[config.mk]
export PLATFORM = sky130hd
export DESIGN_NAME = shq_fifo
export DESIGN_NICKNAME = d
export VERILOG_FILES = /design/src/rtl/shq_pkg.sv /design/src/rtl/shq_alloc.sv /design/src/rtl/shq_mem.sv /design/src/rtl/shq_level.sv /design/src/rtl/shq_fifo.sv
export SDC_FILE = /design/constraint.sdc
export NUM_CORES = 2
export LEC_CHECK = 0
export BUFFER_PORTS_ARGS = -buffer_cell sky130_fd_sc_hd__buf_2
export CORE_AREA = 2 2 504 506
export DETAILED_ROUTE_END_ITERATION = 12
export DIE_AREA = 0 0 506 508
export GPL_ROUTABILITY_DRIVEN = 0
export PLACE_DENSITY = 0.62
export REMOVE_ABC_BUFFERS = 1
export SLEW_MARGIN = 20
export SYNTH_ARGS = -nofsm -noshare
export SYNTH_HDL_FRONTEND = slang
export SYNTH_SLANG_ARGS = --single-unit
export TNS_END_PERCENT = 50
[constraint.sdc]
create_clock -name clk -period 7.6 [get_ports clk]
set_input_delay 0.38 -clock clk [delete_from_list [all_inputs] [get_ports clk]]
set_output_delay 0.38 -clock clk [all_outputs]
set_load 0.01 [all_outputs]
[src/rtl/shq_pkg.sv]
package shq_pkg;

    localparam int unsigned SHQ_MAX_QUEUES = 8;

    // index width that never collapses to zero bits
    function automatic int unsigned shq_idx_w(input int unsigned n);
        return (n > 1) ? $clog2(n) : 1;
    endfunction

endpackage

[src/rtl/shq_alloc.sv]
module shq_alloc #(
    parameter int unsigned NQ        = 8,
    parameter int unsigned BLK_WORDS = 4,
    parameter int unsigned BCW       = 5,
    parameter int unsigned AW        = 6,
    parameter int unsigned CW        = 7
) (
    input  logic [NQ*BCW-1:0]       cfg_blocks,
    output logic [NQ-1:0][AW-1:0]   base,
    output logic [NQ-1:0][CW-1:0]   cap
);

    for (genvar i = 0; i < NQ; i++) begin : g_cap
        assign cap[i] = CW'(cfg_blocks[i*BCW +: BCW]) * CW'(BLK_WORDS);
    end

    always_comb begin
        logic [CW-1:0] acc;
        acc = '0;
        for (int i = 0; i < NQ; i++) begin
            base[i] = acc[AW-1:0];
            acc     = acc + cap[i];
        end
    end

endmodule

[src/rtl/shq_mem.sv]
module shq_mem #(
    parameter int unsigned DW    = 36,
    parameter int unsigned DEPTH = 64,
    parameter int unsigned AW    = 6
) (
    input  logic          clk,
    input  logic          we,
    input  logic [AW-1:0] waddr,
    input  logic [DW-1:0] wdata,
    input  logic [AW-1:0] raddr,
    output logic [DW-1:0] rdata
);

    logic [DW-1:0] store [DEPTH];

    always_ff @(posedge clk) begin
        if (we) begin
            store[waddr] <= wdata;
        end
    end

    assign rdata = store[raddr];

endmodule

[src/rtl/shq_level.sv]
module shq_level #(
    parameter int unsigned CW = 7
) (
    input  logic [CW-1:0] fill,
    input  logic [CW-1:0] cap,
    input  logic [CW-1:0] thr,
    output logic          full,
    output logic          afull
);

    assign full  = (fill >= cap);
    assign afull = ({1'b0, fill} + {1'b0, thr}) >= {1'b0, cap};

endmodule

[src/rtl/shq_fifo.sv]
module shq_fifo
    import shq_pkg::*;
#(
    parameter int unsigned NQ           = 8,
    parameter int unsigned DW           = 36,
    parameter int unsigned BLK_WORDS    = 4,
    parameter int unsigned TOTAL_BLOCKS = 16,
    localparam int unsigned DEPTH = TOTAL_BLOCKS * BLK_WORDS,
    localparam int unsigned AW    = shq_idx_w(DEPTH),
    localparam int unsigned CW    = $clog2(DEPTH + 1),
    localparam int unsigned BCW   = $clog2(TOTAL_BLOCKS + 1),
    localparam int unsigned QW    = shq_idx_w(NQ)
) (
    input  logic              clk,
    input  logic              rst,
    input  logic [NQ*BCW-1:0] cfg_blocks,
    input  logic [NQ*CW-1:0]  cfg_afull_thr,
    input  logic [NQ*CW-1:0]  cfg_aempty_thr,
    input  logic              wr_en,
    input  logic [QW-1:0]     wr_q,
    input  logic [DW-1:0]     wr_data,
    output logic              wr_full,
    output logic              wr_afull,
    input  logic              rd_en,
    input  logic [QW-1:0]     rd_q,
    output logic [DW-1:0]     rd_data,
    output logic              rd_empty,
    output logic              rd_aempty
);

    typedef struct packed {
        logic [NQ-1:0][AW-1:0] rptr;
        logic [NQ-1:0][AW-1:0] wptr;
        logic [NQ-1:0][CW-1:0] fill;
        logic [NQ-1:0][AW-1:0] base;
        logic [NQ-1:0][CW-1:0] cap;
        logic [NQ-1:0][CW-1:0] af_thr;
        logic [NQ-1:0][CW-1:0] ae_thr;
        logic [DW-1:0]         dout;
        logic                  shown;
        logic                  low;
        logic [QW-1:0]         showq;
    } state_t;

    state_t state_q, state_d, state_rst;

    logic [NQ-1:0][AW-1:0] alloc_base;
    logic [NQ-1:0][CW-1:0] alloc_cap;
    logic                  push, pop, sel_full;
    logic [AW-1:0]         mem_raddr;
    logic [DW-1:0]         mem_rdata;

    function automatic logic [AW-1:0] ptr_next(
        input logic [AW-1:0] p,
        input logic [AW-1:0] b,
        input logic [CW-1:0] c
    );
        logic [CW-1:0] off;
        off = CW'(p - b) + CW'(1);
        if (off >= c) begin
            return b;
        end
        return p + AW'(1);
    endfunction

    shq_alloc #(
        .NQ(NQ), .BLK_WORDS(BLK_WORDS), .BCW(BCW), .AW(AW), .CW(CW)
    ) u_alloc (
        .cfg_blocks (cfg_blocks),
        .base       (alloc_base),
        .cap        (alloc_cap)
    );

    shq_level #(.CW(CW)) u_wlevel (
        .fill  (state_q.fill[wr_q]),
        .cap   (state_q.cap[wr_q]),
        .thr   (state_q.af_thr[wr_q]),
        .full  (sel_full),
        .afull (wr_afull)
    );

    assign push = wr_en & ~sel_full;
    assign pop  = rd_en & state_q.shown;

    // address of the word the read port will show after this edge
    always_comb begin
        mem_raddr = state_q.rptr[rd_q];
        if (pop && (state_q.showq == rd_q)) begin
            mem_raddr = ptr_next(state_q.rptr[rd_q], state_q.base[rd_q],
                                 state_q.cap[rd_q]);
        end
    end

    shq_mem #(.DW(DW), .DEPTH(DEPTH), .AW(AW)) u_mem (
        .clk   (clk),
        .we    (push),
        .waddr (state_q.wptr[wr_q]),
        .wdata (wr_data),
        .raddr (mem_raddr),
        .rdata (mem_rdata)
    );

    always_comb begin
        state_rst        = '0;
        state_rst.rptr   = alloc_base;
        state_rst.wptr   = alloc_base;
        state_rst.base   = alloc_base;
        state_rst.cap    = alloc_cap;
        state_rst.af_thr = cfg_afull_thr;
        state_rst.ae_thr = cfg_aempty_thr;
        state_rst.low    = 1'b1;
    end

    always_comb begin
        logic [CW-1:0] avail;
        state_d = state_q;

        if (pop) begin
            state_d.rptr[state_q.showq] = ptr_next(state_q.rptr[state_q.showq],
                                                   state_q.base[state_q.showq],
                                                   state_q.cap[state_q.showq]);
        end
        if (push) begin
            state_d.wptr[wr_q] = ptr_next(state_q.wptr[wr_q], state_q.base[wr_q],
                                          state_q.cap[wr_q]);
        end

        for (int i = 0; i < NQ; i++) begin
            state_d.fill[i] = state_q.fill[i]
                            + CW'(push && (wr_q == QW'(i)))
                            - CW'(pop && (state_q.showq == QW'(i)));
        end

        avail = state_q.fill[rd_q] - CW'(pop && (state_q.showq == rd_q));
        if (avail != '0) begin
            state_d.dout  = mem_rdata;
            state_d.shown = 1'b1;
        end else begin
            state_d.shown = 1'b0;
        end
        state_d.low   = (avail <= state_q.ae_thr[rd_q]);
        state_d.showq = rd_q;
    end

    always_ff @(posedge clk) begin
        if (rst) begin
            state_q <= state_rst;
        end else begin
            state_q <= state_d;
        end
    end

    assign wr_full   = sel_full;
    assign rd_data   = state_q.dout;
    assign rd_empty  = ~state_q.shown;
    assign rd_aempty = state_q.low;

endmodule

# Word-level counts from Yosys, hierarchy flattened
# Memories as Yosys holds them, arrays and structs flattened.
# Cells that the tools add are included.
# word_totals
wordCells,203
memories,1
output_inout_bits,40
register_bits,385
ram_bits,2304
# op_classes
reduce_logical,24
magnitude_cmp,11
bitwise,4
n_addsub,33
eq_ne,15
mux,54
# mem_list
memory,depth,word_bits,read_ports,rd_clocked_by_memory_dff,wr,line_no,source
u_mem.store,64,36,1,0,1,shq_mem.sv:14,logic [DW-1:0] store [DEPTH];
# op_table
operator,count
409-bit two-way mux,1
7-bit binary-select mux with 3-bit select,7
6-bit binary-select mux with 3-bit select,6
6-bit two-way mux,17
48-bit bitwise mux,2
48-bit two-way mux,2
7-bit by 1-bit subtractor with 7-bit output,9
7-bit by 1-bit adder with 7-bit output,8
7-bit two-way mux,7
6-bit adder,6
6-bit demux with 3-bit select,2
36-bit two-way mux,1
7-bit >= comparator,4
3-bit equality test (second input constant),8
7-bit by 1-bit adder with 7-bit output (second input constant),3
6-bit by 6-bit subtractor with 7-bit output,3
1-bit logical AND,19
6-bit by 1-bit adder with 6-bit output (second input constant),3
3-bit by 2-bit equality test with 1-bit output (second input constant),4
3-bit by 4-bit less-than comparator with 1-bit output (second input constant),3
1-bit two-way mux,9
7-bit by 7-bit adder with 8-bit output,1
8-bit by 7-bit >= comparator with 1-bit output,1
7-bit <= comparator,1
other kinds (8),14

# Longest topological paths before layout
# depth
ltp_word,12
ltp_mapped,30
mapped_depth_nobuf,22

# Hierarchy
# Synthesis repeated with hierarchy kept, for this count alone.
# unflattened
cells_unflattened,5642
area_unflattened_um2,112021.2
# modules_own_cells
module,cells_each,instances,area_per_inst_um2
shq_mem,3744,1,87252.4
shq_fifo,1685,1,22932.0
shq_alloc,146,1,1287.5
shq_level,67,1,549.3

# Worst setup path before layout
# No wires, ideal clock.
# synth_timing
path_type,input -> register
startpoint,input wr_q[1]
endpoint,"memory u_mem.store[40][0], enable pin"
path_stages,18
t_arrival_ps,7042
slack_ps,84
setup_ps,474
cell_sequence,clkbuf_1 > clkbuf_1 > clkbuf_1 > clkbuf_1 > buf_1 > clkbuf_1 > mux4_2 > mux2_2 > ha_1 > o21ai_0 > a21boi_0 > o21ai_0 > and4b_1 > nor2_1 > clkbuf_1 > clkbuf_1 > clkbuf_1 > nor3_1
# synth_between
elab_chain_len,7
# synth_lines
element,line_no,source
start: declaration,shq_fifo.sv:20,"input logic [QW-1:0] wr_q,"
"7-bit binary-select mux with 3-bit select, on equally long branches","shq_fifo.sv:75, shq_fifo.sv:76",
"7-bit two-way mux, on equally long branches","shq_fifo.sv:75, shq_fifo.sv:76",
7-bit >= comparator,shq_level.sv:11,assign full = (fill >= cap);
1-bit inverter,shq_fifo.sv:82,assign push = wr_en & ~sel_full;
1-bit bitwise AND,shq_fifo.sv:82,
1-bit two-way mux,shq_mem.sv:17,if (we) begin
1-bit two-way mux (not written as such),shq_mem.sv:18,store[waddr] <= wdata;
end: declaration,shq_mem.sv:14,
# Several ways; a longest one is shown, not always the timed one. The select of a mux whose other input is x is not followed.

# Worst setup path in the final report
# layout_timing
startpoint,input rd_q[2]
endpoint,"register state_q, in the netlist rd_data[21]"
# layout_between
elab_chain_len,10
# layout_lines
element,line_no,source
start: declaration,shq_fifo.sv:25,"input logic [QW-1:0] rd_q,"
"6-bit binary-select mux with 3-bit select, on equally long branches","shq_fifo.sv:87, shq_fifo.sv:89",
"6-bit two-way mux, on equally long branches","shq_fifo.sv:87, shq_fifo.sv:89",
6-bit by 6-bit subtractor with 7-bit output,shq_fifo.sv:59,off = CW'(p - b) + CW'(1);
7-bit by 1-bit adder with 7-bit output,shq_fifo.sv:59,
7-bit >= comparator,shq_fifo.sv:60,if (off >= c) begin
1-bit two-way mux,shq_fifo.sv:60,
1-bit two-way mux,shq_fifo.sv:88,if (pop && (state_q.showq == rd_q)) begin
6-bit two-way mux,shq_fifo.sv:63,return p + AW'(1);
6-bit two-way mux,shq_fifo.sv:88,
memory 64 x 36 bit,-,
end signal: assignment,shq_fifo.sv:147,state_q <= state_rst;
end signal: assignment,shq_fifo.sv:149,state_q <= state_d;
end: declaration,shq_fifo.sv:45,"state_t state_q, state_d, state_rst;"
# Several ways; a longest one is shown, not always the timed one. The select of a mux whose other input is x is not followed.
# A chain may end at the register's enable or synchronous reset.

==> results by group <==
Min path
  • Hold Path Cell Cnt: 1
  • Hold_sp: wr_data[20]
  • Hold WC Path Type: primary input to register

Clock tree
  • Root buffer selected by CTS: clkbuf_16
  • Clk_lat worst skew: 0.95 ns
  • Clock slew at reported path FFs: 0.06 ns
  • CTS tree: done
  • CTS max path bufs: 4
  • Num CTS Buffers: 290
  • Setup Buffers After CTS: 0
  • Post-CTS resize count: 0
  • CTS H-Tree Depth: 5
  • Hold_buf cts: 155
  • Sink Count: 2673

Worst setup path
  • Crit path arrival time: 7.84 ns
  • Crit end category: register
  • RR Startpoint: state_d[254]
  • R2R setup slack: 0.70 ns
  • R2R depth: 21
  • Worst Setup Path Type: primary input to register
  • Crit path largest cell delay: 0.82 ns
  • CP Launch Type: primary input
  • WP depth: 22
  • CP startpoint: rd_q[2]
  • CP max FO: 32
  • CP required: 8.38 ns
  • Slowest-stage cell, CP: o21ai_0
  • CP bufs+invs: 4
  • Worst-path cell chain: dlygate4sd3_1, buf_2, buf_4, mux2_2, a22o_1, mux2i_1, ha_1, ha_1, a21oi_1, xor2_1, ha_1, nand4_1, o221ai_1, o21ai_0, and2_2, nor2_4, buf_4, a21oi_1, nor3_1, nor3_1, o21ai_0, nand3_1
  • Top cell by count, worst path: ha_1
  • Delay-heaviest family, CP: buffers and inverters

Synth
  • Synth Instances: 8294
  • Register area share after synthesis: 70.1%
  • Yosys warning total: 0
  • Post-synthesis mux area share: 4.17%
  • Xor/xnor share of the synthesized area: 0.714%
  • Syn Area/Cell: 13.6 um2
  • Synthesis-stage register bit count: 2673
  • Synth Area in Compound Gates: 8.25%
  • Largest family of logic cells by synthesized area: simple AND/OR/NAND/NOR gates
  • Post-synth cell types: 85
  • Synth Area in Adders: 1.84%
  • Fraction of registers with async set/reset: 0%
  • Simple-gate portion of the synthesized area: 11.8%
  • Number of flops mapped to enable cells by yosys: 2560
  • Synthesized area: 113000 um2
  • Ys flop type: edfxtp_1

Place
  • Placed cells: 11642
  • DP Area: 119000 um2
  • Port Buf Inserts: 237
  • Post-DP HPWL: 200 mm

Cells and area
  • Final instance area: 130000 um2
  • Commonest cells after routing, fill and taps aside: edfxtp_1, nand2_1, nand3_1
  • # fillers: 20935
  • Area Growth Syn to Fin: 15.2%
  • Most common cell after layout, fill and taps aside: edfxtp_1
  • Share of layout cells above drive strength 1: 14.3%
  • Final nets: 9088
  • Post-Layout Cell Count: 12315

Route
  • Antenna Violating Nets Remaining: 0
  • Iteration-0 DRC count of the detailed router: 10771
  • DRC violations left: 0
  • First-pass DRT Iterations: 6
  • Via count: 75740
  • Final wirelength: 359 mm
  • Post-detailed-route via-to-cell ratio: 6.15
  • Per-cell routed wire length: 29.2 um

STA
  • Final hold vios: 2
  • RSZ-0062 raised after global routing: false
  • Fmax: 142 MHz
  • Final Max Tran Viols: 0
  • Relative slew slack: 20.2%
  • Final worst-path cycle share: 92.9%
  • Worst-Margin Slew: 1.20 ns
  • WHS: -0.00320 ns
  • Setup-failing EPs final: 0
  • Period minus WS final: 7.06 ns
  • Clk_skew: 0.0815 ns

Pwr
  • Static leakage: 45.2 nW
  • Power per cell area: 313 nW/um2
  • Worst vdd ir: 0.179 mV

Die
  • Die width: 506 um
  • DIE AREA: 257000 um2
  • # rows: 185
  • Die Y: 508 um
  • Ports: 238
  • Initial Util: 44.7%
  • Core footprint: 252000 um2

Outcome
  • Failing checks: negative hold slack
  • Status: finished, violations left

GRT
  • Vias in the first global route: 73291
  • Total GRT Usage: 27.3%
  • Gr ovfl total: 0
  • Largest net degree at the start of global routing: 88
  • Initial antenna violation count: 8
  • First-pass GRT wire length: 515 mm

Run
  • Max Cap Viol: 0
==> worst reg2reg max path, delay by kind of cell (launching register included) <==
family,cells,cell delay (ns)
compound gates,8,2.60
simple gates,7,1.66
fa+ha+maj,3,0.98
buf+inv,1,0.53
mux,1,0.50
flops,1,0.43
xor+xnor,1,0.09
==> state kept, by name, indices dropped and copies added (netlist names) <==
signal       cells
state_q        156
rd_aempty        1
rd_data         36
u_mem.store   2304
state_d        176
==> layout make-up <==
class	count	area, um2	area share [%]
multi-input cells	4892	30700	23.6
well taps	3366	4210	3.24
repair buffers	753	6380	4.90
flip-flops and latches	2673	79100	60.8
clock buffers	379	7930	6.10
inverters	123	462	0.355
clock inverters	122	1180	0.911
diodes	7	17.5	0.0135
==> through the flow <==
step | setup TNS (ns) | worst slack, ns | power [mW] | util (%)
global route | 0 | 0.311 | 42.1 | 51.5
detailed placement | 0 | 0.264 | 27.0 | 47.3
global placement | 0 | 0.309 | 26.9 | 47.3
finish | 0 | 0.540 | 40.8 | 51.6
CTS | 0 | 0.709 | 40.8 | 51.5
floorplan | -481.22 | -14.03 | 24.0 | -
==> report_power, final <==
part	switching, mW	internal (mW)
registers	0.454	17.0
logic	6.34	3.19
clock network	5.69	8.10
total	12.5	28.3
==> cells by family (layout without fill, tap and decap cells) <==
kind of cell	Yosys count	count (layout)
other cells	0	7
compound gates	1308	1308
xor+xnor	92	92
fa+ha+maj	157	157
mux	316	316
flops	2673	2673
buf+inv	729	1377
simple gates	3019	3019
==> synthesized netlist by cell type, types with 30 or more instances <==
| library cell | number | area [um2] |
|---|---|---|
| a31oi_1 | 148 | 926 |
| dfxtp_1 | 113 | 2260 |
| nand3_1 | 522 | 2610 |
| xor2_1 | 32 | 280 |
| xnor2_1 | 60 | 526 |
| a311oi_1 | 208 | 1820 |
| mux4_2 | 118 | 2660 |
| mux2i_1 | 149 | 1490 |
| a2111oi_0 | 38 | 333 |
| a21o_1 | 50 | 375 |
| buf_2 | 261 | 1310 |
| inv_1 | 123 | 462 |
| ha_1 | 142 | 1780 |
| clkbuf_1 | 175 | 657 |
| nand2b_1 | 33 | 206 |
| a221oi_1 | 48 | 420 |
| o2111ai_1 | 44 | 385 |
| mux2_2 | 46 | 518 |
| edfxtp_1 | 2560 | 76900 |
| buf_6 | 30 | 338 |
| nor2b_1 | 37 | 231 |
| buf_4 | 64 | 480 |
| o21ai_0 | 201 | 1010 |
| a211oi_1 | 169 | 1270 |
| buf_1 | 75 | 282 |
| a32oi_1 | 44 | 385 |
| nor2_1 | 165 | 619 |
| nor3_1 | 86 | 430 |
| a21oi_1 | 182 | 911 |
| and3_1 | 265 | 1660 |
| nand2_1 | 1799 | 6750 |
==> metal layers <==
layer  vias to the layer above  global-route usage, %  share of wire, %
li1                      32283                      -                 -
met1                     38146                   36.7                38
met2                      4483                   44.0                47
met3                       824                   4.11               9.8
met4                         4                   12.6               5.0
met5                         -                      0            0.0078
==> final timing paths <==
path / endpoint
hold / removal: u_mem.store[5][20]
hold reg to reg: rd_data[5]
setup reg to reg: rd_data[21]
setup / recovery: rd_data[21]
No activity file was read; power rests on OpenSTA's default activity.
